### config.mk
export PLATFORM = sky130hd
export DESIGN_NAME = scanline_irq_snoop
export DESIGN_NICKNAME = d
export VERILOG_FILES = /design/src/rtl/scanline_snoop_pkg.sv /design/src/rtl/snoop_ctrl.sv /design/src/rtl/snoop_dp.sv /design/src/rtl/scanline_irq_snoop.sv
export SDC_FILE = /design/constraint.sdc
export NUM_CORES = 1
export LEC_CHECK = 0
export BUFFER_PORTS_ARGS = -buffer_cell sky130_fd_sc_hd__buf_2
export CAP_MARGIN = 20
export CORE_MARGIN = 8
export CORE_UTILIZATION = 35
export CTS_CLUSTER_SIZE = 24
export DETAILED_ROUTE_END_ITERATION = 10
export GPL_ROUTABILITY_DRIVEN = 0
export HOLD_SLACK_MARGIN = 0.02
export PLACE_DENSITY = 0.56
export SYNTH_ARGS = -nofsm -noshare
export SYNTH_HDL_FRONTEND = slang
export SYNTH_HIERARCHICAL = 1
export SYNTH_SLANG_ARGS = --single-unit
### constraint.sdc
create_clock -name clk -period 3.7 [get_ports clk]
set_input_delay 0 -clock clk [delete_from_list [all_inputs] [get_ports clk]]
set_output_delay 0 -clock clk [all_outputs]
set_load 0.02 [all_outputs]
### src/rtl/scanline_snoop_pkg.sv
package scanline_snoop_pkg;
  // Strobes handed from the control to the datapath, one clock wide each
  typedef struct packed {
    logic tick;       // end-of-line pair seen
    logic idleReset;  // video bus quiet for two CPU periods
    logic ack;        // status read acknowledges pending
  } snoopStrobes_t;
endpackage

### src/rtl/snoop_ctrl.sv
module snoop_ctrl
  import scanline_snoop_pkg::*;
#(
  parameter int ADDR_W      = 14,
  parameter int SYNC_STAGES = 2,
  parameter bit EXACT_MATCH = 1'b0
) (
  input  logic              clk,
  input  logic              rstN,
  input  logic              videoRdN,
  input  logic              cpuM2,
  input  logic [ADDR_W-1:0] fetchAddr,
  input  logic              statusRd,
  output snoopStrobes_t     strobes
);
  localparam int NT_HI = ADDR_W - 1;
  localparam int NT_LO = ADDR_W - 2;
  localparam int LAST  = SYNC_STAGES - 1;

  logic [SYNC_STAGES-1:0] rdPipe, m2Pipe;
  logic rdDly, m2Dly;
  logic rdFall, m2Rise;
  logic readSeen, quietPrev;
  logic idleW, tickW;

  always_ff @(posedge clk or negedge rstN) begin
    if (!rstN) begin
      rdPipe <= '1;
      m2Pipe <= '0;
      rdDly  <= 1'b1;
      m2Dly  <= 1'b0;
    end else begin
      rdPipe <= {rdPipe[LAST-1:0], videoRdN};
      m2Pipe <= {m2Pipe[LAST-1:0], cpuM2};
      rdDly  <= rdPipe[LAST];
      m2Dly  <= m2Pipe[LAST];
    end
  end

  assign rdFall = rdDly & ~rdPipe[LAST];
  assign m2Rise = ~m2Dly & m2Pipe[LAST];

  // Quiet-bus watch, evaluated on CPU clock rising edges
  assign idleW = m2Rise & ~readSeen & quietPrev;

  always_ff @(posedge clk or negedge rstN) begin
    if (!rstN) begin
      readSeen  <= 1'b0;
      quietPrev <= 1'b0;
    end else begin
      if (rdFall)      readSeen <= 1'b1;
      else if (m2Rise) readSeen <= 1'b0;
      if (m2Rise) quietPrev <= ~readSeen;
    end
  end

  generate
    if (EXACT_MATCH) begin : g_exact
      logic [ADDR_W-1:0] lastAddr;
      logic              lastValid;
      assign tickW = rdFall & lastValid & (fetchAddr == lastAddr);
      always_ff @(posedge clk or negedge rstN) begin
        if (!rstN) begin
          lastAddr  <= '0;
          lastValid <= 1'b0;
        end else if (idleW) begin
          lastValid <= 1'b0;
        end else if (rdFall) begin
          lastAddr  <= fetchAddr;
          lastValid <= ~tickW;
        end
      end
    end else begin : g_region
      logic ntPrev;
      logic isNt;
      assign isNt  = fetchAddr[NT_HI] & ~fetchAddr[NT_LO];
      assign tickW = rdFall & isNt & ntPrev;
      always_ff @(posedge clk or negedge rstN) begin
        if (!rstN)       ntPrev <= 1'b0;
        else if (idleW)  ntPrev <= 1'b0;
        else if (rdFall) ntPrev <= isNt & ~ntPrev;
      end
    end
  endgenerate

  assign strobes.tick      = tickW;
  assign strobes.idleReset = idleW;
  assign strobes.ack       = statusRd;

  // a strobe edge yields at most one tick
  p_tick_pulse_r2: assert property (@(posedge clk) disable iff (!rstN)
    tickW |=> !tickW);
endmodule

### src/rtl/snoop_dp.sv
module snoop_dp
  import scanline_snoop_pkg::*;
#(
  parameter int CNT_W = 8
) (
  input  logic             clk,
  input  logic             rstN,
  input  snoopStrobes_t    strobes,
  input  logic             tgtWr,
  input  logic [CNT_W-1:0] tgtData,
  output logic             pending,
  output logic             inFrame,
  output logic             irqN
);
  logic [CNT_W-1:0] lineCount, target, nextCount;
  logic tickEff, hit;

  assign tickEff   = strobes.tick & ~strobes.idleReset;
  assign nextCount = lineCount + 1'b1;
  assign hit       = tickEff & (nextCount == target);

  always_ff @(posedge clk or negedge rstN) begin
    if (!rstN) target <= '0;
    else if (tgtWr) target <= tgtData;
  end

  always_ff @(posedge clk or negedge rstN) begin
    if (!rstN) begin
      lineCount <= '0;
      inFrame   <= 1'b0;
    end else if (strobes.idleReset) begin
      lineCount <= '0;
      inFrame   <= 1'b0;
    end else if (tickEff) begin
      lineCount <= nextCount;
      inFrame   <= 1'b1;
    end
  end

  always_ff @(posedge clk or negedge rstN) begin
    if (!rstN)            pending <= 1'b0;
    else if (hit)         pending <= 1'b1;
    else if (strobes.ack) pending <= 1'b0;
  end

  assign irqN = ~pending;

  p_count_step_r3: assert property (@(posedge clk) disable iff (!rstN)
    tickEff |=> (lineCount == $past(lineCount) + 1'b1) && inFrame);
  p_match_irq_r4: assert property (@(posedge clk) disable iff (!rstN)
    hit |=> !irqN);
  p_ack_release_r5: assert property (@(posedge clk) disable iff (!rstN)
    (strobes.ack && !strobes.tick) |=> irqN);
  p_idle_clear_r7: assert property (@(posedge clk) disable iff (!rstN)
    strobes.idleReset |=> (lineCount == '0) && !inFrame);
endmodule

### src/rtl/scanline_irq_snoop.sv
module scanline_irq_snoop
  import scanline_snoop_pkg::*;
#(
  parameter int ADDR_W      = 14,
  parameter int CNT_W       = 8,
  parameter int SYNC_STAGES = 2,
  parameter bit EXACT_MATCH = 1'b0
) (
  input  logic              clk,
  input  logic              rstN,
  input  logic              videoRdN,
  input  logic [ADDR_W-1:0] fetchAddr,
  input  logic              cpuM2,
  input  logic              tgtWr,
  input  logic [CNT_W-1:0]  tgtData,
  input  logic              statusRd,
  output logic [1:0]        statusData,
  output logic              irqN
);
  snoopStrobes_t strobes;
  logic pending, inFrame;

  snoop_ctrl #(.ADDR_W(ADDR_W), .SYNC_STAGES(SYNC_STAGES), .EXACT_MATCH(EXACT_MATCH)) ctrl_i (
    .clk(clk), .rstN(rstN), .videoRdN(videoRdN), .cpuM2(cpuM2),
    .fetchAddr(fetchAddr), .statusRd(statusRd), .strobes(strobes)
  );

  snoop_dp #(.CNT_W(CNT_W)) dp_i (
    .clk(clk), .rstN(rstN), .strobes(strobes), .tgtWr(tgtWr), .tgtData(tgtData),
    .pending(pending), .inFrame(inFrame), .irqN(irqN)
  );

  assign statusData = {pending, inFrame};
endmodule

## Word-level counts from Yosys, hierarchy flattened

Index checks and enable logic that the tools add are counted.

- Output and inout port bits: 3
- Bits in registers: 27
- Word-level logic and storage cells: 44
- Bits of input ports: 28

- Bitwise logic cells: 17
- Reductions and logical operators: 4
- Eq/ne operators: 1
- Muxes and demuxes: 10
- Add/sub/neg operators: 1

Operator list:

| kind | number |
|---|---|
| $mux W8 | 2 |
| $and A1 B1 Y1 | 10 |
| $add A8 B1 Y8 const B | 1 |
| $eq A8 B8 Y1 | 1 |
| $mux W1 | 8 |
| $reduce_bool A2 Y1 | 4 |
| $not A1 Y1 | 7 |

## Logic depth before layout (Yosys ltp)

Gate-level depths: netlist (run 1).

- Depth after elaboration: 8
- Depth in mapped cells: 8
- Gate-level depth less buffers: 6

## Hierarchy

Netlist (run 1), hierarchy kept.

Modules (own cells, without submodules):

| module | sequential area each (um2) | area each (um2) | cells each | times used |
|---|---|---|---|---|
| snoop_dp | 450.4 | 949.7 | 88 | 1 |
| snoop_ctrl | 229.0 | 334.1 | 23 | 1 |
| scanline_irq_snoop | 0.0 | 15.0 | 2 | 1 |

## Least setup slack after synthesis (run 1)

No wires, ideal clock.

- Kind: register to register
- Start point: register ctrl_i.rdDly
- End point: register dp_i.pending
- Buffers on the path: 2
- Clock period less this slack: 1869 ps
- Setup slack: 1831 ps
- Library setup time: 82 ps
- Cell stages (with the launch flop): 9
- Data arrival time: 1787 ps
- Required time: 3618 ps
- Path through: dfstp_2 and4bb_1 and2_2 buf_4 clkbuf_1 nand4b_1 nor4_2 nand2_1 o22ai_1

- Word-level cells in the longest chain between the ends: 6
- Elaborated cells between the ends (all ways): 7
- Classes of those cells: 1 x mux; 5 x bitwise; 1 x reduce/logical

Ends and longest elaborated chain:

| what | RTL line | text |
|---|---|---|
| start: declaration | snoop_ctrl.sv:21 | `logic rdDly, m2Dly;` |
| start signal: assignment | snoop_ctrl.sv:35 | `rdDly <= rdPipe[LAST];` |
| $and A1 B1 Y1 * | snoop_ctrl.sv:40 | `assign rdFall = rdDly & ~rdPipe[LAST];` |
| $and A1 B1 Y1 * (2 in series) | snoop_ctrl.sv:77 | `assign tickW = rdFall & isNt & ntPrev;` |
| net ctrl_i.tickW | snoop_ctrl.sv:24 | `logic idleW, tickW;` |
| $and A1 B1 Y1 * | snoop_dp.sv:18 | `assign tickEff = strobes.tick & ~strobes.idleReset;` |
| $and A1 B1 Y1 * | snoop_dp.sv:20 | `assign hit = tickEff & (nextCount == target);` |
| $mux W1 / $reduce_bool A2 Y1 (equally long branches) | - |  |
| end signal: assignment | snoop_dp.sv:41 | `if (!rstN) pending <= 1'b0;` |
| end signal: assignment | snoop_dp.sv:42 | `else if (hit) pending <= 1'b1;` |
| end signal: assignment | snoop_dp.sv:43 | `else if (strobes.ack) pending <= 1'b0;` |
| end: declaration | snoop_dp.sv:11 | `output logic pending,` |

The timed path passes the listed nets; every way through them passes the cells marked *.
A chain may end at the register's enable or synchronous reset.

==> results of run 1 <==
==> kinds of logic (layout without fill, tap and decap cells) <==
group	Yosys count	in the layout	share of synthesized area [%]
XOR/XNOR	19	19	12.81
AO/OA/AOI/OAI	6	6	3.372
multiplexers	9	9	7.611
flip-flops	27	27	52.31
buffers and inverters	14	39	5.780
AND/OR/NAND/NOR	37	37	17.15
adder cells (fa/ha/maj)	1	1	0.9632
==> layout by cell type (no fill, tap or decap), types with 2 or more instances in the layout <==
cell type,synthesis,final
mux2i_1,2,2
dfrtp_1,24,24
nand3_1,3,3
dfstp_2,3,3
dlygate4sd3_1,0,12
and2_1,2,2
nor2_1,10,10
buf_2,0,18
xor2_1,8,8
nand2_1,7,7
xnor2_1,11,11
inv_1,5,5
nand2b_1,2,2
clkbuf_8,0,3
mux2_2,7,7
nand4_1,3,3
==> worst max-delay path by stage <==
stage	start	cells past startpoint	to	slack, ns
finish	ctrl_i/rdDly	6	dp_i/pending	1.94
global route	ctrl_i/rdDly	6	dp_i/pending	1.74
CTS	ctrl_i/rdDly	6	dp_i/pending	1.91
detailed placement	ctrl_i/rdDly	6	dp_i/pending	1.92
floorplan	ctrl_i/rdDly	8	dp_i/pending	1.83
global placement	ctrl_i/rdDly	6	dp_i/pending	1.95
==> per-layer routing <==
metal | track usage [%] | share of wire, %
met1 | 9.408 | 43
met5 | 0 | 0
met3 | 1.865 | 3.0
met2 | 14.53 | 52
met4 | 5.192 | 2.0
==> power by group <==
| part | switching [mW] | leakage (nW) | internal (mW) |
|---|---|---|---|
| combinational | 0.0399 | 0.341 | 0.0522 |
| sequential | 0.0230 | 0.335 | 0.323 |
| clock | 0.0931 | 0.0261 | 0.0789 |
==> state kept, by name (all words and copies together), names as in the netlist <==
name                    cells
ctrl_i/m2Pipe               2
dp_i/target                 8
ctrl_i/m2Dly                1
ctrl_i/rdDly                1
dp_i/inFrame                1
dp_i/lineCount              8
ctrl_i/readSeen             1
ctrl_i/g_region.ntPrev      1
dp_i/pending                1
ctrl_i/quietPrev            1
ctrl_i/rdPipe               2
==> synth_stat cells, drive strengths merged, types with 2 or more instances <==
cell / instances / area, sq um
nand2: 7 / 26.28
mux2: 7 / 78.83
buf: 6 / 45.04
nor2: 10 / 37.54
clkbuf: 3 / 11.26
inv: 5 / 18.77
nand3: 3 / 15.01
and2: 3 / 20.02
dfrtp: 24 / 600.6
xor2: 8 / 70.07
nand2b: 2 / 12.51
nand4: 3 / 18.77
mux2i: 2 / 20.02
xnor2: 11 / 96.34
dfstp: 3 / 78.83
and3: 2 / 17.52
==> worst reg2reg max path, cell delays in order, from the launching register on <==
cell and delay [ns]:
dfstp_2 0.55, and4bb_1 0.22, and2_2 0.27, nand4b_1 0.14, nor4_2 0.32, nand2_1 0.08
o22ai_1 0.11
==> metrics by stage <==
| stage | instances | cell area [sq um] | hold slack (ns) |
|---|---|---|---|
| finish | 186 | 1563 | 0.06169 |
| floorplan | 113 | 1299 | -0.2956 |
| CTS | 186 | 1563 | 0.05662 |
| global route | 186 | 1563 | 0.1136 |
| detailed placement | 170 | 1393 | 0.04791 |
| global placement | 170 | 1393 | 0.03199 |
==> cell type report <==
cell class              instances  area (sq um)  area share [%]
repair buffers                 30         210.2           13.45
well taps                      48         60.06           3.843
clock inverters                 1         8.758          0.5604
clock buffers                   3         41.29           2.642
inverters                       5         18.77           1.201
flip-flops and latches         27         679.4           43.47
multi-input cells              72         544.3           34.83
==> reports/qor.yml, run 1 <==
flow_run:
  maxCapViolCount: 0
min_path:
  hold_end: "dp_i/target[5]"
  hp-start: "tgtWr"
  whs_path_depth: 2
  hold_class: "input port to flop"
cts:
  cts_buffers: 3
  cts-root-buf: "clkbuf_8"
  cts_resized: 0
  cts_tree: "built"
  ctsHoldBuffers: 12
  clkLatencyLatePin_ns: 0.27
  htree_num_levels: 1
  cts.path.max_buffers: 2
  postCtsSetupBuffers: 0
  clock_sinks: 27
  path_clk_slew_ns: 0.09
setup_path:
  cp_num_buf_inv: 0
  critPathArrivalTime_ns: 1.96
  r2r_slack_ns: 1.94
  critical_path.top_delay_family: "simple AND/OR/NAND/NOR gates"
  path_class: "flop to flop"
  worst_ep_required_time_ns: 3.90
  crit_path_end_kind: "flop"
  cp-start-kind: "flop"
  reg2regPathDepth: 6
  cpMaxStageDelayCell: "dfstp_2"
  rr_startpoint: "ctrl_i/rdDly"
  cp_max_fo: 10
  rr_endpoint: "dp_i/pending"
  crit_chain: "and4bb_1 > and2_2 > nand4b_1 > nor4_2 > nand2_1 > o22ai_1"
  slowest_delay_ns: 0.55
logic_synthesis:
  ys_seq_area_share_pct: 52.31
  yosysUniqueCellTypes: 32
  synth_cells: 113
  ys_ff_latch: 27
  netlist_area_sq_um: 1299
  avgSynthCellArea_sq_um: 11.49
  synth_async_sr_flop_share_pct: 100.0
  synth_edf_count: 0
  yosys_warnings: 6
  synth_ff_type: "dfrtp_1"
  syn_nets: 142
cells_and_area:
  nets: 168
  diodes: 0
  fin_util_pct: 43.34
  drive_above_1_share_pct: 26.09
  syn_to_final_growth_pct: 20.33
  fillers: 349
die:
  die_w_microns: 76.92
  core-area_sq_um: 3606
  die_h_microns: 76.92
  die-area_sq_um: 5916
  rows: 22
  initial_core_util_pct: 36.02
  ios: 31
global_route:
  grt_pass1_vias: 945
  track_usage_pct: 8.512
  grt_pass1_wl_microns: 4215
  gr-total-overflow: 0
  grt_max_degree: 28
  antenna_found_initial: 0
route:
  num_vias: 866
  drc_errors: 0
  routedWlPerCell_microns: 12.04
  ant_nets: 0
  drtIter0Drc: 30
  drt-pass1-iter-count: 2
  wl_microns: 2240
  vias_per_cell: 4.656
timing:
  fmax_ghz: 0.5679
  fin_crit_ns: 1.761
  relSlewSlack_pct: 59.86
  skew_ns: 0.002187
  period_share_pct: 47.59
  rsz0062_at_grt: "false"
  finalSetupViolCount: 0
  drv_slew: 0
  fin_setup_tns_ns: 0
  finalHoldViolations: 0
  worst_pin_slew_ns: 0.6021
  worst_slack_ns: 1.939
place:
  dp_slack_ns: 1.920
  dp.final_hpwl_microns: 1661
  io_buffers: 18
pwr:
  powerDensity_nw_per_um2: 390.2
  ir_drop_uv: 145.0
  design_power_total_mw: 0.6098
  p_leak_nw: 0.7022
run_status:
  status: "finished, final reports clean"
(Power assumes the default switching activity.)
==> run 2: changes to the inputs <==
ABC_AREA = 1   (was unset)
PLACE_DENSITY = 0.58   (was 0.56)
clock period = 1.6 ns   (was 3.7 ns; I/O delays follow)
==> run 2 against run 1 <==
  * Clock power rose by 130%
  * Utilization rose by 2.2 points
  * Hold slack improved by 0.012 ns
==> reports/qor.yml, run 2 <==
cts:
  path_clk_slew_ns: 0.09  # about the same
  cts.path.max_buffers: 2  # unchanged
  clkLatencyLatePin_ns: 0.28  # was 0.27 ns
  htree_num_levels: 1  # unchanged
  cts_tree: "built"  # unchanged
  cts-root-buf: "clkbuf_8"  # unchanged
  cts_buffers: 3  # unchanged
  clock_sinks: 27  # unchanged
die:
  initial_core_util_pct: 36.77  # was 36.02%
  rows: 22  # unchanged
  ios: 31  # unchanged
  die_h_microns: 78.25  # was 76.92 microns
  core-area_sq_um: 3689  # was 3606 sq um
  die-area_sq_um: 6123  # was 5916 sq um
  die_w_microns: 78.25  # was 76.92 microns
logic_synthesis:
  netlist_area_sq_um: 1356  # was 1299 sq um
  ys_seq_area_share_pct: 50.09  # was 52.31%
  yosysMostFrequentCell: "nand2_1"  # was dfrtp_1
  yosysUniqueCellTypes: 20  # was 32
  synth_common_cells: "nand2_1, inv_1, dfrtp_1, nand3_1, o21ai_0"  # was dfrtp_1, xnor2_1, nor2_1, xor2_1
  netlist.area_leader.share_pct: 44.28  # was 46.24%
  synth_cells: 168  # was 113
  syn_nets: 197  # was 142
  ys_ff_latch: 27  # unchanged
  synth_top_cell_by_area: "dfrtp_1"  # unchanged
  synth_async_sr_flop_share_pct: 100.0  # unchanged
  yosys_warnings: 6  # unchanged
  synth_area_leaders: "dfrtp_1, nand2_1, nand3_1, inv_1, dfstp_2"  # was dfrtp_1, xnor2_1, dfstp_2, mux2_2, xor2_1
  synth_ff_type: "dfrtp_1"  # unchanged
  synth_edf_count: 0  # unchanged
  avgSynthCellArea_sq_um: 8.073  # was 11.49 sq um
min_path:
  hp-start: "tgtWr"  # unchanged
  hold_end: "dp_i/target[4]"  # was dp_i/target[5]
  hold_class: "input port to flop"  # unchanged
  whs_path_depth: 3  # was 2
timing:
  relSlewSlack_pct: 60.47  # was 59.86%
  hold-worst-slack_ns: 0.07397  # was 0.06169 ns
  rsz0062_at_grt: "true"  # was false
  finalSetupViolCount: 0  # unchanged
  period_share_pct: 96.10  # was 47.59%
  worst_slack_ns: 0.06241  # was 1.939 ns
  fin_setup_tns_ns: 0  # unchanged
  fin_crit_ns: 1.538  # was 1.761 ns
  worst_pin_slew_ns: 0.5930  # was 0.6021 ns
  skew_ns: 0.003456  # was 0.002187 ns
  drv_slew: 0  # unchanged
  fmax_ghz: 0.6504  # was 0.5679 GHz
  finalHoldViolations: 0  # unchanged
global_route:
  grt_pass1_wl_microns: 5112  # was 4215 microns
  track_usage_pct: 9.990  # was 8.512%
  antenna_found_initial: 0  # unchanged
  gr-total-overflow: 0  # unchanged
  grt_pass1_vias: 1176  # was 945
  grt_max_degree: 28  # unchanged
place:
  placed_cells: 231  # was 170
  io_buffers: 18  # unchanged
  dp_slack_ns: 0.01314  # was 1.920 ns
  dp.final_hpwl_microns: 2082  # was 1661 microns
  postPlaceCellArea_sq_um: 1488  # was 1393 sq um
setup_path:
  cp-start-kind: "flop"  # unchanged
  crit_path_end_kind: "flop"  # unchanged
  cp_max_fo: 2  # was 10
  rr_endpoint: "dp_i/pending"  # unchanged
  worst_ep_required_time_ns: 1.82  # was 3.90 ns
  path_class: "flop to flop"  # unchanged
  reg2regPathDepth: 10  # was 6
  r2r_slack_ns: 0.06  # was 1.94 ns
  critPathArrivalTime_ns: 1.76  # was 1.96 ns
  rr_startpoint: "ctrl_i/rdDly"  # unchanged
route:
  wl_microns: 2875  # was 2240 microns
  ant_nets: 0  # unchanged
  num_vias: 1157  # was 866
  vias_per_cell: 4.665  # was 4.656
  drtIter0Drc: 62  # was 30
  drc_errors: 0  # unchanged
  drt-pass1-iter-count: 4  # was 2
  routedWlPerCell_microns: 11.59  # was 12.04 microns
pwr:
  powerDensity_nw_per_um2: 1093  # was 390.2 nW/um^2
  p_leak_nw: 0.8182  # was 0.7022 nW
  design_power_total_mw: 1.834  # was 0.6098 mW
  ir_drop_uv: 463.2  # was 145.0 uV
cells_and_area:
  final_area_sq_um: 1678  # was 1563 sq um
  syn_to_final_growth_pct: 23.71  # was 20.33%
  final_cell_mix: "nand2_1, inv_1, dfrtp_1, nand3_1, buf_2"  # was dfrtp_1, buf_2, dlygate4sd3_1
  top_regs: "dp_i/lineCount (8), dp_i/target (8)"  # unchanged
  drive_above_1_share_pct: 24.50  # was 26.09%
  regArea_sq_um: 680.7  # was 679.4 sq um
  layout.cells.non_filler: 248  # was 186
  final_common_cell: "nand2_1"  # was dfrtp_1
  diodes: 0  # unchanged
  fillers: 363  # was 349
  multi_input_area_sq_um: 546.8  # was 544.3 sq um
  fin_util_pct: 45.49  # was 43.34%
  nets: 230  # was 168
flow_run:
  maxCapViolCount: 0  # unchanged
run_status:
  status: "finished, final reports clean"  # unchanged
run 2: cell types whose count changed in the layout (fill, tap and decap cells not counted), sizes merged, moves of 2 or more:
cell,previous run,this run
and2,3,0
o21ai,1,15
mux2i,2,0
and3,2,0
inv,6,27
nand2,7,46
buf,18,22
o22ai,1,3
nand3,3,25
mux2,7,0
nand2b,2,0
xor2,8,0
nor2,10,13
xnor2,11,0
run 2: worst max path at each step:
stage,start,end
floorplan,ctrl_i/rdDly,dp_i/pending
global placement,ctrl_i/rdDly,dp_i/pending
detailed placement,ctrl_i/rdDly,dp_i/pending
CTS,ctrl_i/rdDly,dp_i/pending
global route,ctrl_i/rdDly,dp_i/pending
finish,ctrl_i/rdDly,dp_i/pending
run 2: area by class of cell:
class                           instances  area share [%]
Tap cell                               48           3.579
Timing Repair Buffer                   34           14.32
Inverter                               27           6.040
Sequential cell                        27           40.57
Multi-Input combinational cell        108           32.59
Clock buffer                            3           2.461
Clock inverter                          1          0.4474
run 2: worst max-delay path: stages (launching register included):
cell and delay [ns]:
dfstp_2 0.55, nand3_2 0.08, nor2_2 0.13, inv_1 0.06
nor2_2 0.13, o21ai_1 0.08, nor2_1 0.09, nand3_1 0.09
nor2_2 0.13, nand3_1 0.07, nand2_1 0.06
run 2: routing by layer:
layer	track usage (%)	vias to the layer above	share of wire [%]
met3	2.278	6	5.5
li1	-	598	-
met1	11.99	526	46
met5	0	-	0
met2	16.32	27	46
met4	5.185	0	2.3
run 2: power by group:
part | switching, mW | internal [mW]
Clock | 0.222 | 0.177
Combinational | 0.298 | 0.206
Sequential | 0.125 | 0.806
run 2: kinds of logic (layout without fill, tap and decap cells):
logic type	count (synthesis)	in the layout	share of synthesized area (%)
buf+inv	33	65	10.52
compound gates	19	19	7.565
flops	27	27	50.09
simple gates	88	88	30.91
fa+ha+maj	1	1	0.9224
run 2: repair_timing:
item | CTS | global route
hold buffers | 12 | 0
pin swaps | 0 | 8
endpoints found under the hold margin | 35 | 0
setup buffers | 0 | 1
gates cloned | 0 | 0
resized for setup | 1 | 5
setup endpoints to repair | 1 | 1
